File: src/rtl/dwin_pkg.sv
package dwin_pkg;
   typedef enum logic [1:0] {MODE_UNKNOWN = 2'd0, MODE_LEGACY = 2'd1, MODE_MODERN = 2'd2} mode_e;
   typedef enum logic [1:0] {TGT_NONE = 2'd0, TGT_REG = 2'd1, TGT_CFG = 2'd2} tgt_e;

   localparam int REG_BYTES = 36;
   localparam int OVL_BASE_NOMSI = 20;
   localparam int OVL_BASE_MSI = 36;

   function automatic logic [3:0] lane_mask(input logic [1:0] sz, input logic [1:0] off);
      case (sz)
         2'd0: return 4'b0001 << off;
         2'd1: return 4'b0011 << off;
         default: return 4'b1111;
      endcase
   endfunction

   function automatic logic [31:0] feat_slice(input logic [31:0] sel, input logic [63:0] v);
      if (sel == 32'd0) return v[31:0];
      else if (sel == 32'd1) return v[63:32];
      else return 32'd0;
   endfunction
endpackage

File: src/rtl/dwin_decode.sv
module dwin_decode import dwin_pkg::*; #(
   parameter int ADDR_W = 8,
   parameter int CFG_BYTES = 16
) (
   input  logic [1:0]        win,
   input  logic [ADDR_W-1:0] addr,
   input  logic [1:0]        size,
   input  logic              msi_en,
   input  logic              sep_latch,
   output logic              aligned,
   output tgt_e              tgt,
   output logic [ADDR_W-1:0] eff,
   output logic [3:0]        be
);
   localparam logic [ADDR_W-1:0] CFG_LIM = ADDR_W'(CFG_BYTES);
   localparam logic [ADDR_W-1:0] REG_LIM = ADDR_W'(REG_BYTES);
   localparam logic [ADDR_W-1:0] BASE_LO = ADDR_W'(OVL_BASE_NOMSI);
   localparam logic [ADDR_W-1:0] BASE_HI = ADDR_W'(OVL_BASE_MSI);

   logic [ADDR_W-1:0] base;
   logic              use_cfg;

   assign base = msi_en ? BASE_HI : BASE_LO;
   assign be   = lane_mask(size, addr[1:0]);

   always_comb begin
      case (size)
         2'd0: aligned = 1'b1;
         2'd1: aligned = !addr[0];
         2'd2: aligned = (addr[1:0] == 2'b00);
         default: aligned = 1'b0;
      endcase
   end

   always_comb begin
      use_cfg = 1'b0;
      eff     = addr;
      if (win[1]) begin
         use_cfg = 1'b1;
      end else if (win == 2'd0 && !sep_latch && addr >= base) begin
         use_cfg = 1'b1;
         eff     = addr - base;
      end
      if (use_cfg) tgt = (eff < CFG_LIM) ? TGT_CFG : TGT_NONE;
      else         tgt = (eff < REG_LIM) ? TGT_REG : TGT_NONE;
   end
endmodule

File: src/rtl/dwin_mode_trk.sv
module dwin_mode_trk import dwin_pkg::*; (
   input  logic  clk,
   input  logic  rst_n,
   input  logic  acc,
   input  logic  legacy_win,
   input  logic  dev_rst,
   output mode_e mode,
   output logic  mode_err
);
   always_ff @(posedge clk or negedge rst_n) begin
      if (!rst_n) begin
         mode     <= MODE_UNKNOWN;
         mode_err <= 1'b0;
      end else begin
         mode_err <= acc && ((mode == MODE_LEGACY && !legacy_win) ||
                             (mode == MODE_MODERN && legacy_win));
         if (dev_rst)
            mode <= MODE_UNKNOWN;
         else if (acc && mode == MODE_UNKNOWN)
            mode <= legacy_win ? MODE_LEGACY : MODE_MODERN;
      end
   end
endmodule

File: src/rtl/dwin_cfg_ram.sv
module dwin_cfg_ram #(
   parameter int WORDS = 4,
   parameter int IW = 2
) (
   input  logic          clk,
   input  logic          rst_n,
   input  logic          we,
   input  logic [IW-1:0] widx,
   input  logic [3:0]    be,
   input  logic [31:0]   wdata,
   output logic [31:0]   rdata
);
   logic [31:0] words [WORDS];

   for (genvar w = 0; w < WORDS; w++) begin : g_word
      logic [31:0] word_q;
      always_ff @(posedge clk or negedge rst_n) begin
         if (!rst_n) begin
            word_q <= '0;
         end else if (we && widx == IW'(w)) begin
            for (int b = 0; b < 4; b++)
               if (be[b]) word_q[8*b +: 8] <= wdata[8*b +: 8];
         end
      end
      assign words[w] = word_q;
   end

   assign rdata = words[widx];
endmodule

File: src/rtl/dwin_regfile.sv
module dwin_regfile import dwin_pkg::*; #(
   parameter int ADDR_W = 8,
   parameter int NUM_Q = 2,
   parameter int CFG_BYTES = 16,
   parameter int Q_DEPTH = 256,
   parameter int SEPCFG_BIT = 24
) (
   input  logic              clk,
   input  logic              rst_n,
   input  logic              req_valid,
   input  logic              req_write,
   input  logic [1:0]        req_win,
   input  logic [ADDR_W-1:0] req_addr,
   input  logic [1:0]        req_size,
   input  logic [31:0]       req_wdata,
   input  logic              msi_en,
   input  logic [63:0]       host_feat,
   input  logic [7:0]        isr_set,
   output logic              rsp_valid,
   output logic [31:0]       rsp_rdata,
   output logic              rsp_err,
   output logic [1:0]        mode,
   output logic              mode_err,
   output logic              notify_valid,
   output logic [15:0]       notify_idx
);
   localparam int CFG_WORDS = CFG_BYTES / 4;
   localparam int CW = $clog2(CFG_WORDS);
   localparam int QW = $clog2(NUM_Q);
   localparam int WW = ADDR_W - 2;

   if (NUM_Q < 2 || (NUM_Q & (NUM_Q - 1)) != 0) begin : g_bad_numq
      $error("NUM_Q must be a power of two, at least 2");
   end
   if (CFG_BYTES < 8 || (CFG_BYTES & (CFG_BYTES - 1)) != 0) begin : g_bad_cfg
      $error("CFG_BYTES must be a power of two, at least 8");
   end
   if (OVL_BASE_MSI + CFG_BYTES > (1 << ADDR_W)) begin : g_bad_addr
      $error("ADDR_W too small for the overlay");
   end
   if (SEPCFG_BIT < 0 || SEPCFG_BIT > 63 || Q_DEPTH > 65535) begin : g_bad_misc
      $error("SEPCFG_BIT or Q_DEPTH out of range");
   end

   // state
   logic [63:0] guest_feat;
   logic [31:0] host_fsel, guest_fsel;
   logic [15:0] qsel, msi_cfg_vec;
   logic [7:0]  status_q, isr_q;
   logic        sep_latch;
   logic [31:0] q_pfn    [NUM_Q];
   logic [31:0] q_pfn_hi [NUM_Q];
   logic [15:0] q_vec    [NUM_Q];

   // decode
   logic              aligned;
   tgt_e              tgt;
   logic [ADDR_W-1:0] eff;
   logic [3:0]        be;
   logic [WW-1:0]     widx;

   dwin_decode #(.ADDR_W(ADDR_W), .CFG_BYTES(CFG_BYTES)) u_dec (
      .win(req_win), .addr(req_addr), .size(req_size), .msi_en(msi_en),
      .sep_latch(sep_latch), .aligned(aligned), .tgt(tgt), .eff(eff), .be(be));

   assign widx = eff[ADDR_W-1:2];

   logic acc, wr, rd, reg_we, cfg_we, q_ok, dev_rst, isr_clr, gf_we;
   logic [QW-1:0] qi;
   logic [31:0] bm, wsh, reg_word, cfg_word, rword, merged, rsh, rd_data;
   logic [63:0] gf_next;

   assign acc    = req_valid && aligned;
   assign wr     = acc && req_write;
   assign rd     = acc && !req_write;
   assign reg_we = wr && tgt == TGT_REG;
   assign cfg_we = wr && tgt == TGT_CFG;
   assign qi     = qsel[QW-1:0];
   assign q_ok   = qsel < 16'(NUM_Q);
   assign bm     = {{8{be[3]}}, {8{be[2]}}, {8{be[1]}}, {8{be[0]}}};
   assign wsh    = req_wdata << {eff[1:0], 3'b000};

   dwin_cfg_ram #(.WORDS(CFG_WORDS), .IW(CW)) u_cfg (
      .clk(clk), .rst_n(rst_n), .we(cfg_we), .widx(widx[CW-1:0]), .be(be),
      .wdata(wsh), .rdata(cfg_word));

   always_comb begin
      case (widx)
         WW'(0): reg_word = feat_slice(host_fsel, host_feat);
         WW'(1): reg_word = feat_slice(guest_fsel, guest_feat);
         WW'(2): reg_word = q_ok ? q_pfn[qi] : 32'd0;
         WW'(3): reg_word = {qsel, q_ok ? 16'(Q_DEPTH) : 16'd0};
         WW'(4): reg_word = {isr_q, status_q, 16'd0};
         WW'(5): reg_word = {q_ok ? q_vec[qi] : 16'd0, msi_cfg_vec};
         WW'(6): reg_word = host_fsel;
         WW'(7): reg_word = guest_fsel;
         WW'(8): reg_word = q_ok ? q_pfn_hi[qi] : 32'd0;
         default: reg_word = 32'd0;
      endcase
   end

   always_comb begin
      case (tgt)
         TGT_REG: rword = reg_word;
         TGT_CFG: rword = cfg_word;
         default: rword = 32'd0;
      endcase
      merged = (rword & ~bm) | (wsh & bm);
      rsh    = rword >> {eff[1:0], 3'b000};
      case (req_size)
         2'd0:    rd_data = {24'd0, rsh[7:0]};
         2'd1:    rd_data = {16'd0, rsh[15:0]};
         default: rd_data = rsh;
      endcase
   end

   assign dev_rst = reg_we && widx == WW'(4) && be[2] && merged[23:16] == 8'd0;
   assign isr_clr = rd && tgt == TGT_REG && widx == WW'(4) && be[3];
   assign gf_we   = reg_we && widx == WW'(1) && guest_fsel < 32'd2;
   assign gf_next = guest_fsel[0] ? {merged, guest_feat[31:0]} : {guest_feat[63:32], merged};

   mode_e mode_q;
   dwin_mode_trk u_mode (
      .clk(clk), .rst_n(rst_n), .acc(acc), .legacy_win(req_win == 2'd0),
      .dev_rst(dev_rst), .mode(mode_q), .mode_err(mode_err));
   assign mode = mode_q;

   always_ff @(posedge clk or negedge rst_n) begin
      if (!rst_n) begin
         rsp_valid <= 1'b0; rsp_rdata <= '0; rsp_err <= 1'b0;
         notify_valid <= 1'b0; notify_idx <= '0;
         guest_feat <= '0; host_fsel <= '0; guest_fsel <= '0;
         qsel <= '0; msi_cfg_vec <= '0; status_q <= '0; isr_q <= '0;
         sep_latch <= 1'b0;
         for (int q = 0; q < NUM_Q; q++) begin
            q_pfn[q] <= '0; q_pfn_hi[q] <= '0; q_vec[q] <= '0;
         end
      end else begin
         rsp_valid    <= req_valid;
         rsp_err      <= req_valid && !aligned;
         rsp_rdata    <= rd ? rd_data : 32'd0;
         notify_valid <= 1'b0;
         isr_q        <= (isr_clr ? 8'd0 : isr_q) | isr_set;
         if (gf_we) begin
            guest_feat <= gf_next;
            if (gf_next[SEPCFG_BIT]) sep_latch <= 1'b1;
         end
         if (reg_we) begin
            case (widx)
               WW'(2): if (q_ok) q_pfn[qi] <= merged;
               WW'(3): if (be[2] || be[3]) qsel <= merged[31:16];
               WW'(4): begin
                  if (be[0] || be[1]) begin
                     notify_valid <= 1'b1;
                     notify_idx   <= merged[15:0];
                  end
                  if (be[2]) status_q <= merged[23:16];
               end
               WW'(5): begin
                  if (be[0] || be[1]) msi_cfg_vec <= merged[15:0];
                  if ((be[2] || be[3]) && q_ok) q_vec[qi] <= merged[31:16];
               end
               WW'(6): host_fsel <= merged;
               WW'(7): guest_fsel <= merged;
               WW'(8): if (q_ok) q_pfn_hi[qi] <= merged;
               default: ;
            endcase
         end
         if (dev_rst) begin
            sep_latch <= 1'b0;
            isr_q     <= isr_set;
            qsel      <= '0;
            for (int q = 0; q < NUM_Q; q++) begin
               q_pfn[q] <= '0; q_pfn_hi[q] <= '0; q_vec[q] <= '0;
            end
         end
      end
   end
endmodule

File: config.mk
export PLATFORM = sky130hd
export DESIGN_NAME = dwin_regfile
export DESIGN_NICKNAME = d
export VERILOG_FILES = /design/src/rtl/dwin_pkg.sv /design/src/rtl/dwin_decode.sv /design/src/rtl/dwin_mode_trk.sv /design/src/rtl/dwin_cfg_ram.sv /design/src/rtl/dwin_regfile.sv
export SDC_FILE = /design/constraint.sdc
export NUM_CORES = 1
export LEC_CHECK = 0
export CORE_UTILIZATION = 45
export DETAILED_ROUTE_END_ITERATION = 7
export DONT_BUFFER_PORTS = 1
export SKIP_CTS_REPAIR_TIMING = 1
export SLEW_MARGIN = 40
export SYNTH_ARGS = -nofsm -noshare
export SYNTH_HDL_FRONTEND = slang
export SYNTH_SLANG_ARGS = --single-unit
File: constraint.sdc
create_clock -name clk -period 3.3 [get_ports clk]
set_input_delay 0.495 -clock clk [delete_from_list [all_inputs] [get_ports clk]]
set_output_delay 0.495 -clock clk [all_outputs]
set_load 0.03 [all_outputs]
==> impl_results.md <==
- Outcome: complete, but fails checks
- Violated checks: negative setup slack
- Final core utilization: 0.627
- Maxcap violations: 0
- Placer Congestion: 1.02
- CTS sink cnt: 519
- H-tree Lvls: 2
- Cells after synthesis: 2541
- Worst hold path endpoint: u_cfg.g_word[0].word_q[4]
- CP max FO: 12
- Port buffer count: 0
- Final instance area: 35400 sq um
- Via count: 23053
- Hold depth: 1
- RR Startpoint: sep_latch
- Sequential share of the synthesized area: 0.504
- Hold Fails Final Rpt: 0
- Achievable Freq: 261 MHz
- Max-slew headroom: 0.353
- IO Pins: 175
- Initial antenna violation count: 3
- Fin Hold WS: 0.0143 ns
- Synth unique cells: 91
- Layout cells sized above 1: 0.392
- Die span in x: 241 microns
- Total Power: 0.0145 W
- Element type at the critical path end: flop
- Commonest non-fill, non-tap cells in the layout: dfrtp_1, buf_4, nand2_1
- Drt pass-1 iters: 8
- DR vias/cell: 6.14
- Syn_area_per_cell: 10.1 sq um
- Startpoint Class: flop
- Commonest non-fill, non-tap cell in the layout: dfrtp_1
- Slew @ Worst Pin: 0.971 ns
- Lkg Pwr: 15.2 nW
- Critical path arrival: 4.35 ns
- CTS tree: built
- Period utilization: 1.16
- Dpl cell area: 30700 sq um
- Hold_sp: req_wdata[4]
- Post-synth top area share: 0.504
- CP required: 3.81 ns
- Max Root-Sink Buffers: 3
- R2R Setup Slk: -0.53 ns
- Synth Warn #: 0
- # rows: 87
- Synth Cell Area: 25800 sq um
- Starting density of the core: 0.456
- Final Setup Violations: 472
- HPWL after DPL: 67000 microns
- Clk_lat worst skew: 0.63 ns
- Post-Syn Nets: 2666
- WL final: 98500 microns
- TritonCTS Buffers: 56
- Largest cells by area after synthesis: dfrtp_1, o21ai_0, mux2_2
- Pin count of the biggest net entering global routing: 520
- DRC marker count from the first detailed-route iteration: 2748
- RSZ-0062 raised after global routing: yes
- Vias in the first global route: 21806
- Total track usage: 0.321
- Residual DRC: 0
- Tmin final: 3.83 ns
- Setup CP Type: reg2reg
- Vert. Die Dim: 241 microns
- Final Max Slew Viols: 0
- Ys async rst share: 1.00
- Routed len/inst: 26.2 microns
- Worst IR Drop VDD: 0.000404 V
- Clk_skew: 0.0183 ns
- Nets@finish: 3079
- Reg2Reg Depth: 17
- Worst flop-to-flop path endpoint: q_pfn_hi[57]
- PD cells: 408 nW/um^2
- Total gr overflow: 0
- Synth area leader: dfrtp_1
- Die Footprint: 58200 sq um
- Clock slew at reported path FFs: 0.06 ns
- Top FF cell, synth: dfrtp_1
- First-pass GRT wire length: 139000 microns
- Core box area: 56500 sq um
- Number of synthesized flops with an enable pin: 0
- Area Overhead vs Synth: 37.6%
- Final WS setup: -0.533 ns
- Flops & latches, synth: 519
- Hold crit path type: in2reg
- Clock root buffer: clkbuf_16
- Number of nets with antenna violations after routing: 0
-- cells in the mapped netlist (12+ instances only) --
cell type / number
o21ai_0: 348
a22o_1: 14
a21o_1: 14
and2_1: 15
a211oi_1: 52
clkbuf_1: 104
nor3_1: 27
buf_2: 51
inv_1: 24
nand3_1: 99
mux2i_1: 88
a31oi_1: 12
dfrtp_1: 519
a22oi_1: 46
nor4_1: 39
a21oi_1: 54
o21ai_1: 19
o2bb2ai_1: 47
nand2_1: 346
a222oi_1: 21
buf_1: 13
or2_2: 13
mux4_2: 30
mux2_2: 148
nor2_1: 176
-- worst max path at each step --
stage | from | to | slack [ns] | cells past startpoint
6_report | sep_latch | q_pfn_hi[57] | -0.53 | 17
5_1_grt | sep_latch | q_pfn_hi[57] | -0.56 | 17
4_1_cts | sep_latch | rsp_rdata[2] | -1.15 | 13
3_5_place_dp | req_addr[4] | rsp_rdata[21] | -1.37 | 17
3_3_place_gp | msi_en | rsp_rdata[21] | -1.56 | 18
2_1_floorplan | msi_en | q_pfn[41] | -0.48 | 17
-- cells by family after synthesis --
logic type      after synthesis  synth area share
compound gates              738             0.188
xor+xnor                      1          0.000340
fa+ha+maj                     4           0.00194
buf+inv                     212            0.0376
flops                       519             0.504
mux                         266             0.125
simple gates                801             0.143
-- registers in the layout, summed over array words and instances, names as in the netlist --
name and count:
u_cfg.g_word.word_q 128, rsp_err 1, u_mode.mode 2, u_mode.mode_err 1, notify_valid 1, qsel 16
rsp_rdata 32, rsp_valid 1, host_fsel 32, notify_idx 16, msi_cfg_vec 16, sep_latch 1
q_pfn_hi 64, q_pfn 64, guest_fsel 32, q_vec 32, guest_feat 64, status_q 8
isr_q 8
-- per-layer routing --
| layer | up-vias | routed length (microns) | track usage |
|---|---|---|---|
| li1 | 10146 | - | - |
| met1 | 11527 | 42100 | 0.465 |
| met2 | 1160 | 43600 | 0.488 |
| met3 | 218 | 9130 | 0.0603 |
| met4 | 2 | 3710 | 0.101 |
| met5 | - | 13 | 0 |
-- layout make-up --
type                            instances  area (sq um)
Antenna cell                            2          5.00
Multi-Input combinational cell       1813         13900
Inverter                               25           116
Clock buffer                           81          1610
Sequential cell                       519         13000
Timing Repair Buffer                  539          5610
Tap cell                              756           946
Fill cell                            4449         21000
Clock inverter                         22           240
-- worst max-delay path, cell delays in order (launching register included) --
cell	delay [ns]
dfrtp_2	0.47
nor3_4	0.30
buf_4	0.16
nand2_2	0.05
or3_4	0.42
nand4_4	0.16
buf_12	0.17
buf_12	0.14
nor3_2	0.08
buf_12	0.16
a222oi_1	0.39
nand4_1	0.32
a22oi_2	0.26
nor2_1	0.06
nor2_1	0.17
buf_6	0.19
buf_4	0.13
o2bb2ai_2	0.05
-- metrics by stage --
step | setup TNS, ns | setup WS (ns) | cells
floorplan | -132.35 | -0.478 | 2541
global placement | -373.05 | -1.56 | 3564
detailed placement | -408.13 | -1.37 | 3564
CTS | -320.54 | -1.15 | 3667
global route | -177.50 | -0.558 | 3757
finish | -138.28 | -0.533 | 3757
-- power by group --
part,switching [W],internal (W),leakage (nW)
clock,0.00274,0.00363,0.899
combinational,0.000954,0.000643,7.13
sequential,0.0000606,0.00643,7.13
Note: power is estimated with default switching activity, not from simulation.
